===== src/rtl/blk_place_pkg.sv =====
package blk_place_pkg;
    typedef enum logic {
        OP_LOOKUP = 1'b0,
        OP_STORE  = 1'b1
    } place_op_e;
endpackage


===== src/rtl/blk_len_class.sv =====
module blk_len_class #(
    parameter int LEN_W  = 8,
    parameter int HOME_CAP = 34,
    parameter int LINE_W = 40
) (
    input  logic [LEN_W-1:0] len,
    output logic             need_ovf,
    output logic             too_big
);
    always_comb begin
        need_ovf = int'(len) > HOME_CAP;
        too_big  = int'(len) > (HOME_CAP + LINE_W);
    end
endmodule


===== src/rtl/blk_dyn_pick.sv =====
module blk_dyn_pick #(
    parameter int N_DYN = 20,
    parameter int PTR_W = 5
) (
    input  logic [N_DYN-1:0] used,
    output logic             found,
    output logic [PTR_W-1:0] idx
);
    always_comb begin
        found = 1'b0;
        idx   = '0;
        for (int i = N_DYN - 1; i >= 0; i--) begin
            if (!used[i]) begin
                found = 1'b1;
                idx   = PTR_W'(i);
            end
        end
    end

    logic [N_DYN-1:0] below_mask;
    always_comb begin
        below_mask = (N_DYN'(1) << idx) - N_DYN'(1);
        if (found) begin
            AST_PICK_LOWEST: assert (!used[idx] && ((used & below_mask) == below_mask));
        end
    end
endmodule


===== src/rtl/blk_place_alloc.sv =====
module blk_place_alloc #(
    parameter int N_BLK  = 32,
    parameter int N_DYN  = 20,
    parameter int LINE_W = 40,
    parameter int LEN_W  = 8,
    localparam int N_LINE   = N_BLK + N_DYN,
    localparam int BLK_W    = $clog2(N_BLK),
    localparam int PTR_W    = $clog2(N_DYN),
    localparam int LINE_IW  = $clog2(N_LINE),
    localparam int HOME_CAP = LINE_W - PTR_W - 1
) (
    input  logic               clk,
    input  logic               rst_n,
    input  logic               req_valid,
    input  logic               req_op,
    input  logic [BLK_W-1:0]   req_blk,
    input  logic [LEN_W-1:0]   req_len,
    output logic               rsp_valid,
    output logic [LINE_IW-1:0] rsp_home,
    output logic               rsp_ovf_hit,
    output logic [LINE_IW-1:0] rsp_ovf_line,
    output logic               rsp_err_full,
    output logic               rsp_err_big,
    output logic [N_LINE-1:0]  free_map
);
    import blk_place_pkg::*;

    typedef struct packed {
        logic [N_LINE-1:0]            used;
        logic [N_BLK-1:0]             link_vld;
        logic [N_BLK-1:0][PTR_W-1:0]  link_ptr;
        logic                         rsp_valid;
        logic [LINE_IW-1:0]           rsp_home;
        logic                         rsp_ovf_hit;
        logic [LINE_IW-1:0]           rsp_ovf_line;
        logic                         rsp_err_full;
        logic                         rsp_err_big;
    } state_t;

    state_t st_d, st_q;

    logic             need_ovf, too_big;
    logic             pick_found;
    logic [PTR_W-1:0] pick_idx;

    blk_len_class #(
        .LEN_W(LEN_W), .HOME_CAP(HOME_CAP), .LINE_W(LINE_W)
    ) u_len (
        .len(req_len), .need_ovf(need_ovf), .too_big(too_big)
    );

    blk_dyn_pick #(
        .N_DYN(N_DYN), .PTR_W(PTR_W)
    ) u_pick (
        .used(st_q.used[N_LINE-1:N_BLK]), .found(pick_found), .idx(pick_idx)
    );

    logic             cur_vld;
    logic [PTR_W-1:0] cur_ptr;

    always_comb begin
        st_d              = st_q;
        cur_vld           = st_q.link_vld[req_blk];
        cur_ptr           = st_q.link_ptr[req_blk];
        st_d.rsp_valid    = req_valid;
        st_d.rsp_home     = LINE_IW'(req_blk);
        st_d.rsp_ovf_hit  = 1'b0;
        st_d.rsp_ovf_line = '0;
        st_d.rsp_err_full = 1'b0;
        st_d.rsp_err_big  = 1'b0;
        if (req_valid) begin
            if (place_op_e'(req_op) == OP_LOOKUP) begin
                st_d.rsp_ovf_hit  = cur_vld;
                st_d.rsp_ovf_line = cur_vld ? LINE_IW'(N_BLK) + LINE_IW'(cur_ptr) : '0;
            end else if (too_big) begin
                st_d.rsp_err_big = 1'b1;
            end else begin
                st_d.used[req_blk] = 1'b1;
                if (need_ovf) begin
                    if (cur_vld) begin
                        st_d.rsp_ovf_hit  = 1'b1;
                        st_d.rsp_ovf_line = LINE_IW'(N_BLK) + LINE_IW'(cur_ptr);
                    end else if (pick_found) begin
                        st_d.used[LINE_IW'(N_BLK) + LINE_IW'(pick_idx)] = 1'b1;
                        st_d.link_vld[req_blk] = 1'b1;
                        st_d.link_ptr[req_blk] = pick_idx;
                        st_d.rsp_ovf_hit  = 1'b1;
                        st_d.rsp_ovf_line = LINE_IW'(N_BLK) + LINE_IW'(pick_idx);
                    end else begin
                        st_d.rsp_err_full = 1'b1;
                    end
                end else if (cur_vld) begin
                    st_d.used[LINE_IW'(N_BLK) + LINE_IW'(cur_ptr)] = 1'b0;
                    st_d.link_vld[req_blk] = 1'b0;
                end
            end
        end
    end

    always_ff @(posedge clk) begin
        if (!rst_n) st_q <= '0;
        else        st_q <= st_d;
    end

    assign rsp_valid    = st_q.rsp_valid;
    assign rsp_home     = st_q.rsp_home;
    assign rsp_ovf_hit  = st_q.rsp_ovf_hit;
    assign rsp_ovf_line = st_q.rsp_ovf_line;
    assign rsp_err_full = st_q.rsp_err_full;
    assign rsp_err_big  = st_q.rsp_err_big;
    assign free_map     = st_q.used;

    AST_RSP_FOLLOWS_REQ: assert property (@(posedge clk) disable iff (!rst_n)
        req_valid |=> (rsp_valid && rsp_home == LINE_IW'($past(req_blk))));
    AST_NO_RSP_IDLE: assert property (@(posedge clk) disable iff (!rst_n)
        !req_valid |=> !rsp_valid);
    AST_FULL_KEEPS_POOL: assert property (@(posedge clk) disable iff (!rst_n)
        rsp_err_full |-> $stable(free_map[N_LINE-1:N_BLK]));
    AST_BIG_KEEPS_MAP: assert property (@(posedge clk) disable iff (!rst_n)
        rsp_err_big |-> $stable(free_map));
    AST_OVF_IN_POOL: assert property (@(posedge clk) disable iff (!rst_n)
        rsp_ovf_hit |-> (rsp_ovf_line >= LINE_IW'(N_BLK) && rsp_ovf_line < LINE_IW'(N_LINE)
                         && free_map[rsp_ovf_line]));
    AST_ONE_CLAIM: assert property (@(posedge clk) disable iff (!rst_n)
        $countones(free_map[N_LINE-1:N_BLK]) <= $past($countones(free_map[N_LINE-1:N_BLK])) + 1);
    AST_LOOKUP_STILL: assert property (@(posedge clk) disable iff (!rst_n)
        (req_valid && !req_op) |=> $stable(free_map));
endmodule


===== config.mk =====
export PLATFORM = sky130hd
export DESIGN_NAME = blk_place_alloc
export DESIGN_NICKNAME = d
export VERILOG_FILES = /design/src/rtl/blk_place_pkg.sv /design/src/rtl/blk_len_class.sv /design/src/rtl/blk_dyn_pick.sv /design/src/rtl/blk_place_alloc.sv
export SDC_FILE = /design/constraint.sdc
export NUM_CORES = 1
export LEC_CHECK = 0
export BUFFER_PORTS_ARGS = -buffer_cell sky130_fd_sc_hd__buf_2
export CELL_PAD_IN_SITES_DETAIL_PLACEMENT = 1
export CELL_PAD_IN_SITES_GLOBAL_PLACEMENT = 1
export CORE_UTILIZATION = 50
export CTS_CLUSTER_SIZE = 16
export DETAILED_ROUTE_END_ITERATION = 10
export PLACE_DENSITY_LB_ADDON = 0.25
export SLEW_MARGIN = 20
export SYNTH_ARGS = -nofsm -noshare
export SYNTH_HDL_FRONTEND = slang
export SYNTH_SLANG_ARGS = --single-unit
export TNS_END_PERCENT = 30

===== constraint.sdc =====
create_clock -name clk -period 6.12 [get_ports clk]
set_clock_uncertainty 0.1 [all_clocks]
set_input_delay 1.224 -clock clk [delete_from_list [all_inputs] [get_ports clk]]
set_output_delay 1.224 -clock clk [all_outputs]
set_load 0.02 [all_outputs]

==> results.sh <==
export IMPL_grt_setup_unrepaired="false"
export IMPL_place_inst=1817
export IMPL_ys_seq_area_share_pct=39.9
export IMPL_status="completed"
export IMPL_async_flop_share_pct=0
export IMPL_antenna_found_initial=1
export IMPL_critPathRequiredTime_ns=6.46
export IMPL_dpl_worst_slack_ns=0.902
export IMPL_grt_busiest_layer="met2"
export IMPL_mostFrequentLayoutCells="258 x dfxtp_1, 251 x nand2_1, 201 x nand3_1, 112 x a21boi_0, 84 x mux2i_1"
export IMPL_final_setup_viol_count=0
export IMPL_grt_max_degree=139
export IMPL_tritoncts="yes"
export IMPL_layout_min_cycle_time_ns=4.77
export IMPL_first_pass_iters=5
export IMPL_htree_levels=1
export IMPL_place_congestion=0.896
export IMPL_drc_errors=0
export IMPL_cts_hold_buffers_added=0
export IMPL_syn_to_final_growth_pct=7.60
export IMPL_power_mw=3.65
export IMPL_synth_fp_nets=1585
export IMPL_mappedNetlistArea_um2=12900
export IMPL_final_common_cell="dfxtp_1"
export IMPL_hold_viol=0
export IMPL_globalRouteMet1Util_pct=43.0
export IMPL_antenna_left=0
export IMPL_vias=11800
export IMPL_cp_arrival_ns=5.11
export IMPL_die_h_um=163
export IMPL_port_buffers=83
export IMPL_synth_edf_count=0
export IMPL_start_util_pct=51.2
export IMPL_cp_max_fo=48
export IMPL_start_kind="input port"
export IMPL_grt_overflow=0
export IMPL_clk_latency_ns=0.55
export IMPL_ctsLongestPathBuffers=3
export IMPL_grt_util_met2_pct=52.1
export IMPL_avgViaCountPerCell=6.34
export IMPL_die_width_um=163
export IMPL_path_clk_slew_ns=0.06
export IMPL_critPathKind="input port to flip-flop"
export IMPL_ys_flop_type="dfxtp_1"
export IMPL_synth_cells=1567
export IMPL_yosys_area_top_type="dfxtp_1"
export IMPL_cp_slowest_cell="buf_4"
export IMPL_path_cells="buf_4 > buf_4 > buf_4 > mux2i_1 > o22ai_1 > nor4_1 > nand2_1 > nor3b_1 > a21oi_1 > a31o_2"
export IMPL_dieArea_um2=26500
export IMPL_pin_count=85
export IMPL_ctsResizeCount=0
export IMPL_place_area_um2=13000
export IMPL_num_rows=58
export IMPL_ys_top_cells_by_area="dfxtp_1 40%, nand3_1 7.8%, nand2_1 7.3%"
export IMPL_powerDensity_nw_per_um2=262
export IMPL_crit_top_cell="buf_4"
export IMPL_yosysWarnings=0
export IMPL_cap_violations=0
export IMPL_drt_total_wl_um=43300
export IMPL_grt_use_met3_pct=5.17
export IMPL_drtIter0Drc=1031
export IMPL_wl_per_cell_um=23.2
export IMPL_p_leak_nw=4.80
export IMPL_finalHoldWorstSlack_ns=0.354
export IMPL_max_freq_mhz=210
export IMPL_post_route_period_util_pct=78.0
export IMPL_cts_buffers=28
export IMPL_antenna_cells=0
export IMPL_dp_hpwl_um=28100
export IMPL_cts_setup_buffers=0
export IMPL_core_area_um2=25300
export IMPL_timing_final_ws_setup_ns=1.35
export IMPL_final_area_um2=13900
export IMPL_grt_pass1_wl_um=67000
export IMPL_ir_worst_vdd_mv=0.243
export IMPL_worst_pin_slew_ns=1.15
export IMPL_fin_util_pct=55.1
export IMPL_critPathCaptureType="flip-flop"
export IMPL_maxSlewHeadroom_pct=22.9
export IMPL_drive_above_1_share_pct=12.2
export IMPL_hold_path_class="flip-flop to flip-flop"
export IMPL_grt_pass1_vias=11800
export IMPL_cp_slowest_stage_delay_ns=0.62
export IMPL_stdcell_count=1867
export IMPL_synth_seq_cells=258
export IMPL_synth_top_area_share_pct=39.9
export IMPL_synth_cell_types=64
export IMPL_root_buffer="clkbuf_16"
export IMPL_fin_setup_tns_ns=0
export IMPL_cts_sinks=258
export IMPL_slew_violations=0
export IMPL_nNetsFinal=1535
export IMPL_synth_area_per_cell_um2=8.26
export IMPL_track_usage_pct=32.2
cell usage after synthesis (5+ instances only):
library cell	n
a31oi_1	9
nor3_1	11
mux2_2	16
a21o_1	5
and2_1	14
o22ai_1	48
dfxtp_1	258
a21boi_1	44
a21boi_0	112
buf_4	66
buf_6	7
nor2b_1	44
nand4_1	8
a32oi_1	6
o21ai_0	39
nor2_1	56
mux2i_1	84
nor4_1	13
nand3_1	201
a21oi_1	46
nor3b_1	7
a31o_2	7
clkbuf_1	70
buf_2	28
a22oi_1	35
buf_1	11
nand2b_1	5
nand2_1	251
power breakdown:
part	leakage, nW	switching (mW)	internal (mW)
Combinational	2.24	0.133	0.0581
Clock	0.475	0.706	1.07
Sequential	2.08	0.00175	1.68
Total	4.80	0.841	2.81
final timing paths:
check                         start  cells after the start                         to  slack (ns)
max                      req_blk[1]                     10  free_map[33]$_SDFFE_PN0P_        1.35
min                       flip-flop                      2                  flip-flop        0.35
max reg2reg  st_q[201]$_SDFFE_PN0P_                     10  free_map[33]$_SDFFE_PN0P_        2.52
min reg2reg               flip-flop                      2                  flip-flop        0.35
area by class of cell:
type                    count  area (µm²)
fillers                  3040       11300
multi-input cells        1124        6780
flip-flops and latches    258        5160
clock buffers              40         837
repair buffers            102         592
well taps                 330         413
clock inverters            10         130
inverters                   3        11.3
critical path, delay by kind of cell:
kind	cells	cell delay, ns
buf+inv	3	1.66
simple gates	3	1.46
compound gates	3	0.46
mux	1	0.26
routing by layer:
metal / vias to the layer above / routed length (µm)
met2: 419 / 20100
met4: 2 / 1370
met1: 5935 / 18900
met5: - / 13
li1: 5401 / -
met3: 89 / 2870
cell families (layout without fill, tap and decap cells):
family	after synthesis	count (layout)	share of synthesized area [%]
AO/OA/AOI/OAI	373	373	19.9
adder cells (fa/ha/maj)	1	1	0.0967
multiplexers	100	100	7.89
AND/OR/NAND/NOR	649	649	24.3
other	1	1	0.0290
buffers and inverters	185	155	7.96
flip-flops	258	258	39.9
No activity file was read; power rests on OpenSTA's default activity.
